### config.mk
export PLATFORM = sky130hd
export DESIGN_NAME = dout_hs_port
export DESIGN_NICKNAME = d
export VERILOG_FILES = /design/src/rtl/dout_hs_pkg.sv /design/src/rtl/dout_reply_sync.sv /design/src/rtl/dout_lane_reg.sv /design/src/rtl/dout_ctl_irq.sv /design/src/rtl/dout_hs_port.sv
export SDC_FILE = /design/constraint.sdc
export NUM_CORES = 1
export LEC_CHECK = 0
export ABC_AREA = 1
export BUFFER_PORTS_ARGS = -buffer_cell sky130_fd_sc_hd__buf_2
export CAP_MARGIN = 20
export CORE_MARGIN = 8
export CORE_UTILIZATION = 40
export CTS_CLUSTER_SIZE = 30
export DETAILED_ROUTE_END_ITERATION = 8
export MAX_ROUTING_LAYER = met4
export PLACE_DENSITY = 0.75
export SYNTH_ARGS = -nofsm -noshare
export SYNTH_HDL_FRONTEND = slang
export SYNTH_SLANG_ARGS = --single-unit
### constraint.sdc
create_clock -name clk -period 1.3 [get_ports clk]
set_input_delay 0.195 -clock clk [delete_from_list [all_inputs] [get_ports clk]]
set_output_delay 0.195 -clock clk [all_outputs]
set_load 0.05 [all_outputs]
### src/rtl/dout_hs_pkg.sv
package dout_hs_pkg;
  localparam int unsigned BIT_DONE    = 7;
  localparam int unsigned BIT_IE      = 6;
  localparam int unsigned BIT_DEFEAT  = 4;
  localparam int unsigned BIT_POSEDGE = 3;
  localparam int unsigned BIT_SIM     = 0;

  typedef struct packed {
    logic done;
    logic ie;
    logic defeat;
    logic pos_edge;
  } ctl_t;

  function automatic logic [15:0] ctl_word(ctl_t c);
    logic [15:0] w;
    w = '0;
    w[BIT_DONE]    = c.done;
    w[BIT_IE]      = c.ie;
    w[BIT_DEFEAT]  = c.defeat;
    w[BIT_POSEDGE] = c.pos_edge;
    return w;
  endfunction
endpackage

### src/rtl/dout_reply_sync.sv
module dout_reply_sync #(
  parameter int unsigned STAGES = 2,
  parameter logic        IDLE   = 1'b1
) (
  input  logic clk,
  input  logic rst_n,
  input  logic async_in,
  output logic rise,
  output logic fall
);
  logic [STAGES-1:0] stage_q;
  logic              prev_q;

  generate
    for (genvar s = 0; s < STAGES; s++) begin : g_stage
      if (s == 0) begin : g_first
        always_ff @(posedge clk) begin
          if (!rst_n) stage_q[0] <= IDLE;
          else        stage_q[0] <= async_in;
        end
      end else begin : g_next
        always_ff @(posedge clk) begin
          if (!rst_n) stage_q[s] <= IDLE;
          else        stage_q[s] <= stage_q[s-1];
        end
      end
    end
  endgenerate

  always_ff @(posedge clk) begin
    if (!rst_n) prev_q <= IDLE;
    else        prev_q <= stage_q[STAGES-1];
  end

  assign rise = stage_q[STAGES-1] & ~prev_q;
  assign fall = ~stage_q[STAGES-1] & prev_q;
endmodule

### src/rtl/dout_lane_reg.sv
module dout_lane_reg #(
  parameter int unsigned WIDTH = 16,
  localparam int unsigned LANES = WIDTH / 8
) (
  input  logic             clk,
  input  logic             rst_n,
  input  logic             wr,
  input  logic [LANES-1:0] be,
  input  logic [WIDTH-1:0] wdata,
  output logic [WIDTH-1:0] value,
  output logic [LANES-1:0] stb
);
  generate
    for (genvar l = 0; l < LANES; l++) begin : g_lane
      always_ff @(posedge clk) begin
        if (!rst_n) begin
          value[l*8 +: 8] <= '0;
          stb[l]          <= 1'b0;
        end else begin
          if (wr && be[l]) value[l*8 +: 8] <= wdata[l*8 +: 8];
          stb[l] <= wr & be[l];
        end
      end
    end
  endgenerate
endmodule

### src/rtl/dout_ctl_irq.sv
module dout_ctl_irq
  import dout_hs_pkg::*;
(
  input  logic       clk,
  input  logic       rst_n,
  input  logic       ctl_wr,
  input  logic [7:0] ctl_wdata,
  input  logic       data_wr,
  input  logic       reply_rise,
  input  logic       reply_fall,
  input  logic       irq_ack,
  output ctl_t       ctl,
  output logic       done_set,
  output logic       irq_req
);
  ctl_t ctl_q, ctl_d;
  logic irq_q, irq_d, done_clr, reply_hit, pair_now, pair_next;

  always_comb begin
    reply_hit = ctl_q.pos_edge ? reply_rise : reply_fall;
    done_set  = reply_hit | (ctl_wr & ctl_wdata[BIT_SIM]);
    done_clr  = data_wr | (ctl_wr & ~ctl_wdata[BIT_DONE]);

    ctl_d = ctl_q;
    if (ctl_wr) begin
      ctl_d.ie       = ctl_wdata[BIT_IE];
      ctl_d.defeat   = ctl_wdata[BIT_DEFEAT];
      ctl_d.pos_edge = ctl_wdata[BIT_POSEDGE];
    end
    if (done_set)      ctl_d.done = 1'b1;
    else if (done_clr) ctl_d.done = 1'b0;

    pair_now  = ctl_q.ie & ctl_q.done;
    pair_next = ctl_d.ie & ctl_d.done;
    irq_d     = (pair_next & ~pair_now) |
                (irq_q & pair_next & ~irq_ack);
  end

  always_ff @(posedge clk) begin
    if (!rst_n) begin
      ctl_q <= '0;
      irq_q <= 1'b0;
    end else begin
      ctl_q <= ctl_d;
      irq_q <= irq_d;
    end
  end

  assign ctl     = ctl_q;
  assign irq_req = irq_q;
endmodule

### src/rtl/dout_hs_port.sv
module dout_hs_port
  import dout_hs_pkg::*;
#(
  parameter logic [15:0] BASE_ADDR   = 16'o171260,
  parameter logic [15:0] VECTOR      = 16'o000340,
  parameter int unsigned SYNC_STAGES = 2,
  parameter logic        REPLY_IDLE  = 1'b1
) (
  input  logic        clk,
  input  logic        rst_n,
  input  logic        bus_sel,
  input  logic        bus_wr,
  input  logic [15:0] bus_addr,
  input  logic [1:0]  bus_be,
  input  logic [15:0] bus_wdata,
  output logic [15:0] bus_rdata,
  input  logic        panel_inv,
  input  logic        reply_in,
  output logic [15:0] dout,
  output logic [1:0]  dout_stb,
  input  logic        irq_ack
  ,output logic       irq_req
);
  localparam logic [15:0] DATA_ADDR = BASE_ADDR + 16'd2;

  logic        hit_ctl, hit_data, ctl_wr, data_wr;
  logic        r_rise, r_fall, done_set;
  logic [15:0] held;
  ctl_t        ctl;

  assign hit_ctl  = bus_sel && (bus_addr[15:1] == BASE_ADDR[15:1]);
  assign hit_data = bus_sel && (bus_addr[15:1] == DATA_ADDR[15:1]);
  assign ctl_wr   = hit_ctl && bus_wr && bus_be[0];
  assign data_wr  = hit_data && bus_wr && (bus_be != 2'b00);

  dout_reply_sync #(.STAGES(SYNC_STAGES), .IDLE(REPLY_IDLE)) i_sync (
    .clk(clk), .rst_n(rst_n), .async_in(reply_in),
    .rise(r_rise), .fall(r_fall)
  );

  dout_lane_reg #(.WIDTH(16)) i_lanes (
    .clk(clk), .rst_n(rst_n), .wr(hit_data && bus_wr), .be(bus_be),
    .wdata(bus_wdata), .value(held), .stb(dout_stb)
  );

  dout_ctl_irq i_ctl (
    .clk(clk), .rst_n(rst_n), .ctl_wr(ctl_wr), .ctl_wdata(bus_wdata[7:0]),
    .data_wr(data_wr), .reply_rise(r_rise), .reply_fall(r_fall),
    .irq_ack(irq_ack), .ctl(ctl), .done_set(done_set), .irq_req(irq_req)
  );

  assign dout = held ^ {16{panel_inv & ~ctl.defeat}};

  always_comb begin
    if (irq_ack && irq_req)     bus_rdata = VECTOR;
    else if (hit_ctl && !bus_wr)  bus_rdata = ctl_word(ctl);
    else if (hit_data && !bus_wr) bus_rdata = held;
    else                          bus_rdata = '0;
  end
endmodule

==> results of run 1 <==
==> metrics by stage <==
| step | instances | cell area (um^2) |
|---|---|---|
| finish | 349 | 3090 |
| CTS | 347 | 2990 |
| global route | 349 | 3090 |
| floorplan | 198 | 1890 |
| detailed placement | 337 | 2510 |
| global placement | 337 | 2510 |
==> path summary, 6_finish.rpt <==
| check | endpoint | slack, ns | cells past startpoint |
|---|---|---|---|
| setup reg to reg | i_ctl.irq_req$_SDFF_PN0_ | 0.15 | 8 |
| hold / removal | i_sync.stage_q[0]$_SDFF_PN1_ | 0.03 | 2 |
| setup / recovery | bus_rdata[6] | -0.35 | 10 |
| hold reg to reg | i_sync.stage_q[1]$_SDFF_PN1_ | 0.43 | 1 |
==> cells in the final DEF (no fill, tap or decap), drive strengths merged <==
master  instances
nor3           13
nand3           8
xnor2           5
nand2          20
clkbuf          3
o21ai           9
nand4           6
o211ai          2
a31oi           2
a211oi         11
inv            30
dfxtp          26
buf           106
and3            1
clkinv          1
nor2           44
xor2           11
or2             2
bufinv          1
==> power by group <==
part	internal [W]	total, W	switching, W
registers	0.000803	0.000806	0.00000285
logic	0.000190	0.000439	0.000249
clock network	0.000312	0.000587	0.000275
total	0.00130	0.00183	0.000527
==> layout make-up <==
type	instances	area (um^2)
fillers	153	487
clock inverters	1	30.0
flip-flops and latches	26	523
repair buffers	106	983
well taps	48	60.1
clock buffers	3	22.5
multi-input cells	134	1340
inverters	31	134
==> flip-flops by register name, summed over array words and instances (netlist names) <==
register / flops
i_ctl.irq_req: 1
i_lanes.stb: 2
i_lanes.value: 16
i_sync.stage_q: 2
i_sync.prev_q: 1
i_ctl.ctl: 4
==> metal layers <==
layer	global-route usage	up-vias	routed length, um
li1	-	836	-
met1	0.196	862	2120
met2	0.328	97	3240
met3	0.0401	26	360
met4	0.0692	0	256
met5	-	-	0
==> logic make-up (layout without fill, tap and decap cells) <==
kind of cell / Yosys count / count (layout) / share of synthesized area
and+or+nand+nor: 94 / 94 / 0.314
buffers and inverters: 38 / 141 / 0.107
DFF: 26 / 26 / 0.360
AOI/OAI and AO/OA: 24 / 24 / 0.121
xor gates and xnor gates: 16 / 16 / 0.0970
==> timing repair <==
action | in CTS | in global routing
pin swaps | 11 | 9
endpoints found under the setup margin | 32 | 44
resized for setup | 99 | 19
cloned | 3 | 1
setup buffers | 3 | 1
==> results.md, run 1 <==
* Post-synth top flop: dfxtp_1
* CTS HTree Levels at 1
* Synth top area cells: dfxtp_1 (36%), nor2_1 (10%), inv_1 (8.1%)
* Max Cap Violations at 0
* Core Region at 0.00358 mm^2
* Most frequent cell after synthesis: nor2_1
* Warnings from Yosys at 0
* Largest net degree at the start of global routing at 18
* Total power at 0.00183 W
* Skew final at 0.00325 ns
* Reg-to-reg startpoint: i_ctl.ctl[0]$_SDFFE_PN0N_
* Hold Path Origin: reply_in
* Peak VDD IR at 0.438 mV
* CP Max Fanout at 4
* Starting Density at 0.404
* Die H at 76.1 um
* RD Place Congestion at 0.823
* CTS tree: built
* Worst setup path start: bus_addr[10]
* Max-slew violations at 0
* Crit share post-route at 1.27
* IO Port Bufs at 74
* Synth Area per Inst at 7.30 um^2
* Failing checks: negative setup slack
* CTS Sinks at 26
* Number of flops mapped to enable cells by yosys at 0
* CP top delay family: buffers and inverters
* Synth unique cells at 25
* DR pass1 iterations at 4
* Critical path class: in -> out
* Vias in the first global route at 1774
* Yosys top cell by area: dfxtp_1
* Routed wire length at 5980 um
* First-pass GRT wire length at 8690 um
* Post-route core utilization at 0.864
* Die ar. at 0.00579 mm^2
* Synthesis-to-layout area growth at 114%
* Clock insertion delay at the later pin of the skew report at 0.33 ns
* CP required at 1.11 ns
* Worst-path clk slew at 0.16 ns
* RSZ-0062 raised after global routing: true
* CP Data Arrival Time at 1.46 ns
* N_diodes at 0
* Total CTS buffers at 3
* Worst-path cell chain: buf_8 > clkinv_8 > nand2_4 > nor2_4 > nand2_4 > nor2_8 > buf_12 > nand3_4 > o211ai_1 > buf_4
* Hold-fix buffers, CTS at 0
* F_max at 606 MHz
* Status: finished, violations left
* DR vias/cell at 5.22
* I/O Pins at 76
* HP Class: in -> reg
* Synth top area share at 0.360
* Iter 0 DRT Violations at 146
* Post-synthesis sequential area ratio at 0.360
* Antenna violations before repair at 0
* CP bufs+invs at 4
* Post-synth top cells: nor2_1 (40), inv_1 (31), dfxtp_1 (26)
* Worst Tran Pin Value at 0.372 ns
* Yosys reg bits at 26
* Post-synthesis cell count at 198
* Tot GR Track Use at 0.185
* Root buffer cell: clkbuf_4
* CP Launch Type: primary input
* FP Rows at 22
* Layout cell share with drive strength beyond 1 at 0.611
* TNS Setup at -9.39 ns
* DRC at 0
* Worst setup margin at -0.350 ns
* Synth Net Count at 239
* DP HPWL at 3460 um
* Minimum clock period at 1.65 ns
* Final ANT Viol Nets at 0
* Via count of the routed design at 1821
* Max stage delay on crit path at 0.25 ns
* # nets final at 343
* Slowest-stage cell, CP: o211ai_1
* Hold Fails Final Rpt at 0
* Netlist Area Pre-Place at 0.00145 mm^2
* Async SR Flop Fraction at 0
* Die Width at 76.1 um
* Wire per inst at 17.1 um
* Setup WS pre-CTS at -0.463 ns
* Max Buffers Root-to-Sink at 2
* Grt total ovfl at 0
* Lkg Pwr at 1.35 nW
* Final setup vio count at 34
* PwrDens at 592 mW/mm^2
* Slew headroom at 0.751
* CP most frequent cell: nand2_4
* Final Hold Slack at 0.0343 ns
* Crit path capture type: output pin
(Power assumes the default switching activity.)
==> run 2: changes to the inputs <==
--- a/config.mk
+++ b/config.mk
@@ -8,12 +8,14 @@
 export ABC_AREA = 1
 export BUFFER_PORTS_ARGS = -buffer_cell sky130_fd_sc_hd__buf_2
 export CAP_MARGIN = 20
+export CELL_PAD_IN_SITES_DETAIL_PLACEMENT = 1
+export CELL_PAD_IN_SITES_GLOBAL_PLACEMENT = 1
 export CORE_MARGIN = 8
-export CORE_UTILIZATION = 40
+export CORE_UTILIZATION = 27
 export CTS_CLUSTER_SIZE = 30
 export DETAILED_ROUTE_END_ITERATION = 8
 export MAX_ROUTING_LAYER = met4
-export PLACE_DENSITY = 0.75
+export PLACE_DENSITY_LB_ADDON = 0.1
 export SYNTH_ARGS = -nofsm -noshare
 export SYNTH_HDL_FRONTEND = slang
 export SYNTH_SLANG_ARGS = --single-unit
==> results.md, run 2 (synthesis results as in run 1) <==
* Combinational fraction of design power at 0.256
* CP Data Arrival Time at 1.38 ns
* Crit path capture type: output pin
* Die H at 89.2 um
* CP Launch Type: primary input
* Synthesis-to-layout area growth at 115%
* Via count of the routed design at 1671
* Hold-fix buffers, CTS at 0
* Total CTS buffers at 3
* Largest reg by FF count: i_lanes.value
* Crit share post-route at 1.21
* Commonest non-fill, non-tap cell in the layout: buf_6
* Area occupied by multi-input gates at 0.00135 mm^2
* Failing checks: negative setup slack
* Flop pwr share at 0.448
* CP top delay family: buffers and inverters
* Worst-path cell chain: buf_6 > nand2_4 > inv_4 > nand3_4 > nor2_8 > buf_6 > nand3_4 > nand2_4 > buf_12 > nor3_4 > buf_6
* Die ar. at 0.00795 mm^2
* CTS tree: built
* Sw Ratio at 0.288
* Grt total ovfl at 0
* First-pass GRT wire length at 9540 um
* Reg-to-reg startpoint: i_ctl.ctl[0]$_SDFFE_PN0N_
* Clock power frac at 0.296
* Lkg Pwr at 1.33 nW
* Max Cap Violations at 0
* Peak VDD IR at 0.522 mV
* DRC at 0
* RSZ-0062 raised after global routing: true
* Max-slew violations at 0
* RD Place Congestion at 0.747
* Switching power total at 0.000518 W
* Worst-path clk slew at 0.09 ns
* Root buffer cell: clkbuf_8
* FP Rows at 26
* Placed Cells at 361
* Critical R2R Capture: i_ctl.irq_req$_SDFF_PN0_
* Slowest-stage cell, CP: nor3_4
* Largest register FFs at 16
* Largest net degree at the start of global routing at 18
* F_max at 634 MHz
* Routed wire length at 5930 um
* Die Width at 89.2 um
* Skew final at 0.00481 ns
* Iter 0 DRT Violations at 28
* CP Max Fanout at 5
* # nets final at 343
* DR vias/cell at 4.50
* Status: finished, violations left
* Register Area at 523 um^2
* Reg2Reg Setup Slack at 0.27 ns
* CP bufs+invs at 5
* Number of fill cells at 594
* Hold Fails Final Rpt at 0
* Non-Filler Instances at 371
* PwrDens at 577 mW/mm^2
* WHS Path Cells at 2
* Pint at 0.00128 W
* Vias in the first global route at 1935
* IO Port Bufs at 74
* Slew headroom at 0.782
* Worst Hold Path EP: i_sync.stage_q[0]$_SDFF_PN1_
* Antenna violations before repair at 0
* Critical path class: in -> out
* Core Region at 0.00514 mm^2
* Starting Density at 0.281
* Wire per inst at 16.0 um
* DR pass1 iterations at 2
* HP Class: in -> reg
* CTS Sinks at 26
* Worst setup margin at -0.277 ns
* DP HPWL at 4320 um
* CP most frequent cell: buf_6
* Tot GR Track Use at 0.162
* Worst Tran Pin Value at 0.326 ns
* Max Buffers Root-to-Sink at 2
* Layout cell share with drive strength beyond 1 at 0.645
* I/O Pins at 76
* Clock insertion delay at the later pin of the skew report at 0.27 ns
* Max stage delay on crit path at 0.19 ns
* CTS HTree Levels at 1
* Setup WS pre-CTS at -0.478 ns
* N_diodes at 0
* Final setup vio count at 32
* R2R cell count at 8
* Hold Path Origin: reply_in
* CP required at 1.11 ns
* Final ANT Viol Nets at 0
* Minimum clock period at 1.58 ns
* Commonest non-fill, non-tap cells in the layout: buf_6 (39), buf_2 (31), buf_4 (26)
-- run 2: cell types whose count changed in the layout (fill, tap and decap cells not counted), moves of 2 or more --
cell / change
buf_4: +5
a211oi_1: -2
clkbuf_8: +4
a211oi_2: +2
buf_16: -3
buf_2: -8
buf_6: +5
o21ai_0: -3
o21ai_1: +3
clkbuf_4: -3
nor2_1: -6
nor2_2: +5
-- run 2: power groups by stage --
stage          Clock, W  Sequential, W  Combinational (W)
2_1_floorplan         0       0.000822           0.000215
3_3_place_gp          0       0.000823           0.000346
3_5_place_dp          0       0.000823           0.000350
4_1_cts        0.000550       0.000804           0.000419
5_1_grt        0.000577       0.000805           0.000484
6_report       0.000532       0.000804           0.000459
-- run 2: routing by layer --
layer  routed length [um]  global-route usage
met3                  238              0.0257
met2                 3430               0.315
met5                    0                   -
met1                 2230               0.166
met4                   28              0.0272
-- run 2: worst max-delay path by stage --
stage | start | to | slack (ns) | depth (start not counted)
2_1_floorplan | bus_addr[10] | bus_rdata[6] | -0.46 | 7
3_3_place_gp | bus_addr[10] | bus_rdata[15] | -0.45 | 10
3_5_place_dp | bus_addr[10] | bus_rdata[15] | -0.48 | 12
4_1_cts | bus_addr[11] | bus_rdata[15] | -0.36 | 13
5_1_grt | bus_addr[7] | bus_rdata[1] | -0.32 | 11
6_report | bus_addr[7] | bus_rdata[1] | -0.28 | 11
-- run 2: what timing repair did --
item / in CTS / in global routing
buffers inserted: 5 / 2
endpoints found under the setup margin: 44 / 51
pin swaps: 15 / 13
resized for setup: 93 / 41
gates cloned: 1 / 0
-- run 2: final cells by class --
class / instances / area share
clock buffer: 4 / 0.0177
timing repair buffer: 106 / 0.311
inverter: 31 / 0.0414
sequential: 26 / 0.168
tap: 70 / 0.0281
multi-input combinational: 134 / 0.433
-- run 2: per-stage QoR --
stage | total power (W) | hold WS (ns) | instance area (um^2) | setup TNS [ns] | util
CTS | 0.00177 | 0.102 | 3000 | -7.47 | 0.583
global placement | 0.00117 | 0.381 | 2550 | -13.37 | 0.496
floorplan | 0.00104 | 0.302 | 1890 | -7.45 | -
global route | 0.00187 | 0.0910 | 3110 | -8.26 | 0.606
finish | 0.00179 | 0.108 | 3110 | -6.13 | 0.606
detailed placement | 0.00117 | 0.389 | 2550 | -14.19 | 0.496
